[src/rtl/shrot_pkg.sv]
package shrot_pkg;
  typedef enum logic [2:0] {
    OP_LSL = 3'd0,
    OP_LSR = 3'd1,
    OP_ASR = 3'd2,
    OP_ROR = 3'd3,
    OP_RRX = 3'd4
  } shrot_op_e;
endpackage

[src/rtl/shrot_amount.sv]
module shrot_amount
  import shrot_pkg::*;
#(
  parameter int W     = 32,
  parameter int AMT_W = 8,
  parameter int IMM_W = $clog2(W)
) (
  input  logic [2:0]       op_i,
  input  logic             amt_sel_i,
  input  logic [IMM_W-1:0] imm_i,
  input  logic [AMT_W-1:0] reg_amt_i,
  output logic [AMT_W-1:0] amt_o
);
  localparam logic [AMT_W-1:0] AMT_FULL = AMT_W'(W);

  logic right_op;
  assign right_op = (op_i == OP_LSR) || (op_i == OP_ASR);

  always_comb begin
    if (amt_sel_i)                    amt_o = reg_amt_i;
    else if (imm_i == '0 && right_op) amt_o = AMT_FULL;  // imm 0 encodes full word
    else                              amt_o = AMT_W'(imm_i);
  end
endmodule

[src/rtl/shrot_rshift.sv]
module shrot_rshift #(
  parameter int W  = 32,
  parameter int SW = $clog2(W) + 1
) (
  input  logic [2*W:0]  din_i,
  input  logic [SW-1:0] sh_i,
  output logic [2*W:0]  dout_o
);
  logic [2*W:0] stg [SW+1];

  assign stg[0] = din_i;

  for (genvar k = 0; k < SW; k++) begin : g_stage
    assign stg[k+1] = sh_i[k] ? (stg[k] >> (2**k)) : stg[k];
  end

  assign dout_o = stg[SW];
endmodule

[src/rtl/shrot_core.sv]
module shrot_core
  import shrot_pkg::*;
#(
  parameter int W     = 32,
  parameter int AMT_W = 8
) (
  input  logic [2:0]       op_i,
  input  logic [AMT_W-1:0] amt_i,
  input  logic [W-1:0]     x_i,
  input  logic             c_i,
  output logic [W-1:0]     res_o,
  output logic             c_o
);
  localparam int LW = $clog2(W);
  localparam int SW = LW + 1;
  localparam logic [SW-1:0]    S_FULL   = SW'(W);
  localparam logic [AMT_W-1:0] AMT_FULL = AMT_W'(W);

  function automatic logic [W-1:0] rev(input logic [W-1:0] v);
    logic [W-1:0] r;
    for (int i = 0; i < W; i++) r[i] = v[W-1-i];
    return r;
  endfunction

  logic           over, amt_nz;
  logic [LW-1:0]  rot_lo;
  logic [W-1:0]   src, upper, sh_res;
  logic [SW-1:0]  sh;
  logic [2*W:0]   ext, dout;
  logic           sh_c;

  assign over   = amt_i > AMT_FULL;
  assign amt_nz = |amt_i;
  assign rot_lo = amt_i[LW-1:0];

  // left shift reuses the right shifter on the bit-reversed operand
  assign src = (op_i == OP_LSL) ? rev(x_i) : x_i;

  always_comb begin
    case (op_i)
      OP_ROR:  upper = x_i;
      OP_ASR:  upper = {W{x_i[W-1]}};
      default: upper = '0;
    endcase
  end

  always_comb begin
    if (op_i == OP_ROR) sh = (rot_lo == '0) ? S_FULL : {1'b0, rot_lo};
    else                sh = over ? S_FULL : amt_i[SW-1:0];
  end

  assign ext = {upper, src, 1'b0};

  shrot_rshift #(.W(W), .SW(SW)) u_rshift (
    .din_i  (ext),
    .sh_i   (sh),
    .dout_o (dout)
  );

  assign sh_res = dout[W:1];
  assign sh_c   = dout[0];

  always_comb begin
    res_o = x_i;
    c_o   = c_i;
    case (op_i)
      OP_LSL: begin
        if (amt_nz) begin
          res_o = over ? '0   : rev(sh_res);
          c_o   = over ? 1'b0 : sh_c;
        end
      end
      OP_LSR: begin
        if (amt_nz) begin
          res_o = over ? '0   : sh_res;
          c_o   = over ? 1'b0 : sh_c;
        end
      end
      OP_ASR, OP_ROR: begin
        if (amt_nz) begin
          res_o = sh_res;
          c_o   = sh_c;
        end
      end
      OP_RRX: begin
        res_o = {c_i, x_i[W-1:1]};
        c_o   = x_i[0];
      end
      default: ;
    endcase
  end
endmodule

[src/rtl/shrot_flags.sv]
module shrot_flags #(
  parameter int W = 32
) (
  input  logic [W-1:0] res_i,
  output logic         n_o,
  output logic         z_o
);
  assign n_o = res_i[W-1];
  assign z_o = ~|res_i;
endmodule

[src/rtl/shrot_unit.sv]
module shrot_unit
  import shrot_pkg::*;
#(
  parameter int W     = 32,
  parameter int AMT_W = 8,
  parameter int IMM_W = $clog2(W)
) (
  input  logic [W-1:0]     opnd_i,
  input  logic [2:0]       op_i,
  input  logic             amt_sel_i,
  input  logic [IMM_W-1:0] imm_i,
  input  logic [AMT_W-1:0] reg_amt_i,
  input  logic             c_i,
  output logic [W-1:0]     res_o,
  output logic             n_o,
  output logic             z_o,
  output logic             c_o
);
  logic [AMT_W-1:0] amt;

  shrot_amount #(.W(W), .AMT_W(AMT_W), .IMM_W(IMM_W)) u_amount (
    .op_i      (op_i),
    .amt_sel_i (amt_sel_i),
    .imm_i     (imm_i),
    .reg_amt_i (reg_amt_i),
    .amt_o     (amt)
  );

  shrot_core #(.W(W), .AMT_W(AMT_W)) u_core (
    .op_i  (op_i),
    .amt_i (amt),
    .x_i   (opnd_i),
    .c_i   (c_i),
    .res_o (res_o),
    .c_o   (c_o)
  );

  shrot_flags #(.W(W)) u_flags (
    .res_i (res_o),
    .n_o   (n_o),
    .z_o   (z_o)
  );
endmodule

[config.mk]
export PLATFORM = sky130hd
export DESIGN_NAME = shrot_unit
export DESIGN_NICKNAME = d
export VERILOG_FILES = /design/src/rtl/shrot_pkg.sv /design/src/rtl/shrot_amount.sv /design/src/rtl/shrot_rshift.sv /design/src/rtl/shrot_core.sv /design/src/rtl/shrot_flags.sv /design/src/rtl/shrot_unit.sv
export SDC_FILE = /design/constraint.sdc
export NUM_CORES = 1
export LEC_CHECK = 0
export BUFFER_PORTS_ARGS = -buffer_cell sky130_fd_sc_hd__buf_2
export CELL_PAD_IN_SITES_DETAIL_PLACEMENT = 1
export CELL_PAD_IN_SITES_GLOBAL_PLACEMENT = 2
export CORE_ASPECT_RATIO = 1.2
export CORE_MARGIN = 2
export CORE_UTILIZATION = 35
export DETAILED_ROUTE_END_ITERATION = 16
export GPL_TIMING_DRIVEN = 0
export MAX_ROUTING_LAYER = met4
export PLACE_DENSITY = 0.88
export SETUP_SLACK_MARGIN = 0.3
export SLEW_MARGIN = 20
export SYNTH_ARGS = -nofsm -noshare
export SYNTH_HDL_FRONTEND = slang
export SYNTH_SLANG_ARGS = --single-unit
[constraint.sdc]
create_clock -name vclk -period 4.05
set_input_delay 0.2025 -clock vclk [all_inputs]
set_output_delay 0.2025 -clock vclk [all_outputs]
set_load 0.02 [all_outputs]
# Word-level counts from Yosys, hierarchy flattened
# Cells that the tools add are included.
# totals
input_bits,50
latchBits,0
memories,0
mem_bits_ro,0
ff_bits,0
output_inout_bits,35
word_cells,38
ramBits,0
# op_classes
n_div,0
eq_ne,4
multipliers,0
muxes,23
n_lt_le_gt_ge,1
n_addsub,0
shifts,0
reduce_logical,10
bitwise,0
# op_table
operator,n
65-bit 2-to-1 mux,5
32-bit 2-to-1 mux,6
32-bit one-hot mux with 4 select lines,1
32-bit one-hot mux with 2 select lines,1
33-bit 2-to-1 mux,1
32-bit OR reduction,1
6-bit 2-to-1 mux,4
5-bit logical NOT,2
"8-bit by 6-bit greater-than comparator with 1-bit output, second input constant",1
8-bit 2-to-1 mux,1
8-bit OR reduction,1
"3-bit by 2-bit == test with 1-bit output, second input constant",2
2-bit OR reduction,2
"3-bit by 1-bit == test with 1-bit output, second input constant",1
"3-bit == test, second input constant",1
3-bit logical NOT,1
1-bit 2-to-1 mux,3
1-bit one-hot mux with 3 select lines,1
1-bit logical AND,1
1-bit logical NOT,1
1-bit logical OR,1

# Longest topological paths before layout
# logic_depth
depth_word,19
depth_mapped,16
mapped_depth_nobuf,11

# Hierarchy
# Synthesis repeated with hierarchy kept, for this count alone.
# hier_totals
hier_cells,897
area_unflattened_um2,7188.1
# modules_own_cells
mod,seq_area_each_um2,instances,cells_per_inst,area_per_inst_um2
shrot_rshift,0.0,1,524,4503.1
shrot_core,0.0,1,349,2486.1
shrot_amount,0.0,1,12,118.9
shrot_flags,0.0,1,12,80.1

# Worst setup path after synthesis
# OpenSTA, ideal clock, no wires.
# synth_timing
kind,input to output
from,input port op_i[0]
to,output port z_o
arrival_ns,3.982
path_buffers,3
stages,14
path_slack_ns,-0.135
path_cell_list,buf_2 -> nor3_2 -> clkbuf_1 -> clkbuf_1 -> mux4_2 -> nand2_1 -> o2111ai_1 -> o22ai_1 -> a32oi_1 -> nand3_1 -> a21oi_1 -> or4_1 -> or4_1 -> nor4_2
# synth_between
elab_chain_len,19
# synth_rtl
element,line_no,text
from (decl),shrot_unit.sv:9,"input logic [2:0] op_i,"
3-bit by 1-bit == test with 1-bit output / 3-bit by 2-bit == test with 1-bit output (equally long branches),"shrot_amount.sv:17, shrot_core.sv:66, shrot_core.sv:40",
1-bit logical OR,shrot_amount.sv:17,assign right_op = (op_i == OP_LSR) || (op_i == OP_ASR);
1-bit logical AND,shrot_amount.sv:21,else if (imm_i == '0 && right_op) amt_o = AMT_FULL;
6-bit 2-to-1 mux,shrot_amount.sv:21,
8-bit 2-to-1 mux,shrot_amount.sv:20,if (amt_sel_i) amt_o = reg_amt_i;
8-bit by 6-bit greater-than comparator with 1-bit output / 5-bit logical NOT (equally long branches),"shrot_core.sv:32, shrot_core.sv:48",
6-bit 2-to-1 mux (on tied branches),"shrot_core.sv:49, shrot_core.sv:48",
6-bit 2-to-1 mux,shrot_core.sv:48,"if (op_i == OP_ROR) sh = (rot_lo == '0) ? S_FULL : {1'b0, rot_lo};"
65-bit 2-to-1 mux (5 in series),shrot_rshift.sv:14,assign stg[k+1] = sh_i[k] ? (stg[k] >> (2**k)) : stg[k];
33-bit 2-to-1 mux,shrot_rshift.sv:14,
32-bit 2-to-1 mux (on tied branches),"shrot_core.sv:75, shrot_core.sv:69",
32-bit 2-to-1 mux (on tied branches),"shrot_core.sv:74, shrot_core.sv:68",
32-bit one-hot mux with 4 select lines *,shrot_core.sv:66,case (op_i)
via res_o[7],shrot_unit.sv:14,"output logic [W-1:0] res_o,"
32-bit OR reduction *,shrot_flags.sv:9,assign z_o = ~|res_i;
1-bit logical NOT *,shrot_flags.sv:9,
to (decl),shrot_unit.sv:16,"output logic z_o,"
# The timed path passes the listed nets; every way through them passes the cells marked *.

# Final worst setup path
# layout_timing
from,input port opnd_i[25]
to,output port z_o
# layout_between
elab_chain_len,12
# layout_rtl
element,line_no,text
from (decl),shrot_unit.sv:8,"input logic [W-1:0] opnd_i,"
32-bit one-hot mux with 2 select lines / 32-bit 2-to-1 mux (equally long branches),"shrot_core.sv:40, shrot_core.sv:37",
65-bit 2-to-1 mux (5 in series),shrot_rshift.sv:14,
33-bit 2-to-1 mux,shrot_rshift.sv:14,
32-bit 2-to-1 mux (on tied branches),"shrot_core.sv:75, shrot_core.sv:69",
32-bit 2-to-1 mux (on tied branches),"shrot_core.sv:74, shrot_core.sv:68",
32-bit one-hot mux with 4 select lines *,shrot_core.sv:66,
32-bit OR reduction *,shrot_flags.sv:9,
1-bit logical NOT *,shrot_flags.sv:9,
# Mark *: on every way between the ends. The rest lies on a longest branch, timed or not.

==> results.toml <==
[worst_setup_path]
worst_setup_path_end_kind = "output pin"
crit_type = "in -> out"
arrival_ns = 4.16
crit_path_frequent_cell = "or4b_4"
path_delay_family = "compound AO/OA/AOI/OAI gates"
startpoint = "opnd_i[25]"
start_kind = "input port"
critPathMaxStageDelay_ns = 0.81
worstPathRequired_ns = 3.85
path_cells = "clkbuf_1 > mux4_1 > a22oi_2 > a21oi_1 > a21oi_4 > or4b_4 > a31o_1 > a311o_1 > or4b_4 > nor4_4 > buf_4"
path_buf_inv = 2
worstPathMaxFanout = 10
slowest_stage = "mux4_1"

[timing]
finalCriticalPeriod_ns = 4.36
maxSlewHeadroom_pct = 17.5
clock.fmax_ghz = 0.229
worst_pin_slew_ns = 1.24
hold_viol = 0
finalSetupViolCount = 1
final_max_slew_viol_count = 0
finalCritPeriodShare_pct = 108
rsz0062_at_grt = "yes"
finalWorstSetupSlack_ns = -0.312

[yosys]
syn_inst = 1167
synthesis.area_sq_um = 7630
syn_nets = 1217
seq_area_frac_synth_pct = 0
synth_cell_types = 94
synth_area_per_cell_sq_um = 6.54
yosysWarnings = 0

[grt]
grt_pass1_vias = 12700
antenna_found_initial = 8
grt_max_degree = 11
grt_use_total_pct = 57.2
grt_pass1_wl_mm = 93.9
gr-total-overflow = 0

[worst_hold_path]
hp-start = "c_i"
min_path_type = "in -> out"

[drt]
drt-pass1-iter-count = 7
drc = 0
wl_mm = 67.5
ant_nets = 0
num_vias = 13000
vias_per_cell = 8.19
routedWlPerCell_um = 42.3
drt-initial-drc-count = 2296

[die]
rows = 59
pin_count = 85
core-area_sq_um = 21600
initial_core_util_pct = 35.4
die_h_um = 166
die_x_um = 139
design.die.area_sq_um = 23000

[finish]
n_clock_buffer = 0
seq_area_sq_um = 0
final_common_cell = "nand2_1"
syn_to_final_growth_pct = 33.4
seq_cells = 0
fin_nets = 1362
final_cell_mix = "nand2_1 (137), nor2_1 (89), buf_4 (85), a21oi_1 (85)"
drive_gt1_share_pct = 36.4
fillers = 2754
stdcell_area_sq_um = 10200

[place]
hpwl_mm = 49.3
port_buffers = 72
gp_congestion = 1.12
placed_area_sq_um = 8440

[status]
status = "finished, violations left"
failed_checks = "setup timing"

[job]
drv_cap = 0
==> cell usage after synthesis (all sizes together), types with 4 or more instances <==
cell / number / area share (%)
mux2: 43 / 6.6
a22oi: 33 / 3.4
inv: 4 / 0.20
or4b: 6 / 0.79
o2111ai: 7 / 0.80
o31ai: 20 / 2.0
nor4: 12 / 1.3
o211ai: 37 / 3.7
o221ai: 17 / 2.0
o21ai: 100 / 6.7
a32oi: 14 / 1.6
and3: 4 / 0.33
a2bb2oi: 6 / 0.69
clkbuf: 86 / 4.3
a31oi: 22 / 1.8
mux4: 23 / 6.8
a22o: 9 / 1.0
mux2i: 57 / 7.7
nand3: 37 / 2.4
a31o: 4 / 0.46
nor2: 108 / 5.3
and2: 9 / 0.74
nand4b: 5 / 0.57
a21oi: 105 / 7.0
a221oi: 19 / 2.3
o21a: 5 / 0.49
nand2: 142 / 7.0
nand4: 14 / 1.1
o32ai: 8 / 1.0
nor3: 22 / 1.5
nor2b: 5 / 0.41
o22ai: 30 / 2.5
a21o: 5 / 0.49
a211oi: 31 / 3.1
or2: 9 / 0.74
buf: 52 / 4.2
or3: 5 / 0.48
==> cell type report <==
| type | count | area (sq um) | area share (%) |
|---|---|---|---|
| Tap cell | 274 | 343 | 3.37 |
| Multi-Input combinational cell | 1025 | 7910 | 77.7 |
| Inverter | 4 | 18.8 | 0.184 |
| Timing Repair Buffer | 143 | 932 | 9.15 |
| Buffer | 138 | 960 | 9.42 |
| Antenna cell | 9 | 22.5 | 0.221 |
==> worst paths after layout <==
kind,end,slack (ns),depth (start not counted)
min,c_o,0.93,5
max,z_o,-0.31,11
==> cell families (layout without fill, tap and decap cells) <==
kind of cell           count (synthesis)  count (layout)  share of synthesized area, %
other                                  0               9                             0
multiplexers                         123             123                          21.2
AND/OR/NAND/NOR                      392             392                          24.3
buffers and inverters                142             285                          8.65
XOR/XNOR                               1               1                         0.115
AO/OA/AOI/OAI                        509             509                          45.7
==> repair_timing <==
action / in CTS / in global routing
gates cloned: 1 / 0
hold buffers: 0 / 0
resized for setup: 245 / 90
buffers inserted: 46 / 22
endpoints found under the setup margin: 35 / 30
pin swaps: 41 / 27
==> metal layers <==
| layer | wire length [um] | GRT usage [%] |
|---|---|---|
| met1 | 22400 | 60.7 |
| met2 | 26800 | 79.9 |
| met3 | 9840 | 25.3 |
| met4 | 8460 | 50.9 |
| met5 | 0 | - |
==> per-stage QoR <==
step                setup slack, ns  hold WS [ns]  TNS, ns  instances  util, %
floorplan                     0.301         0.611        0       1167        -
global placement              -1.41         0.897   -14.78       1513     39.0
detailed placement            -1.43         0.919   -12.42       1515     39.2
CTS                          -0.125         0.920   -0.125       1562     44.9
global route                 -0.296         0.974   -0.296       1593     47.2
finish                       -0.312         0.929   -0.312       1593     47.2
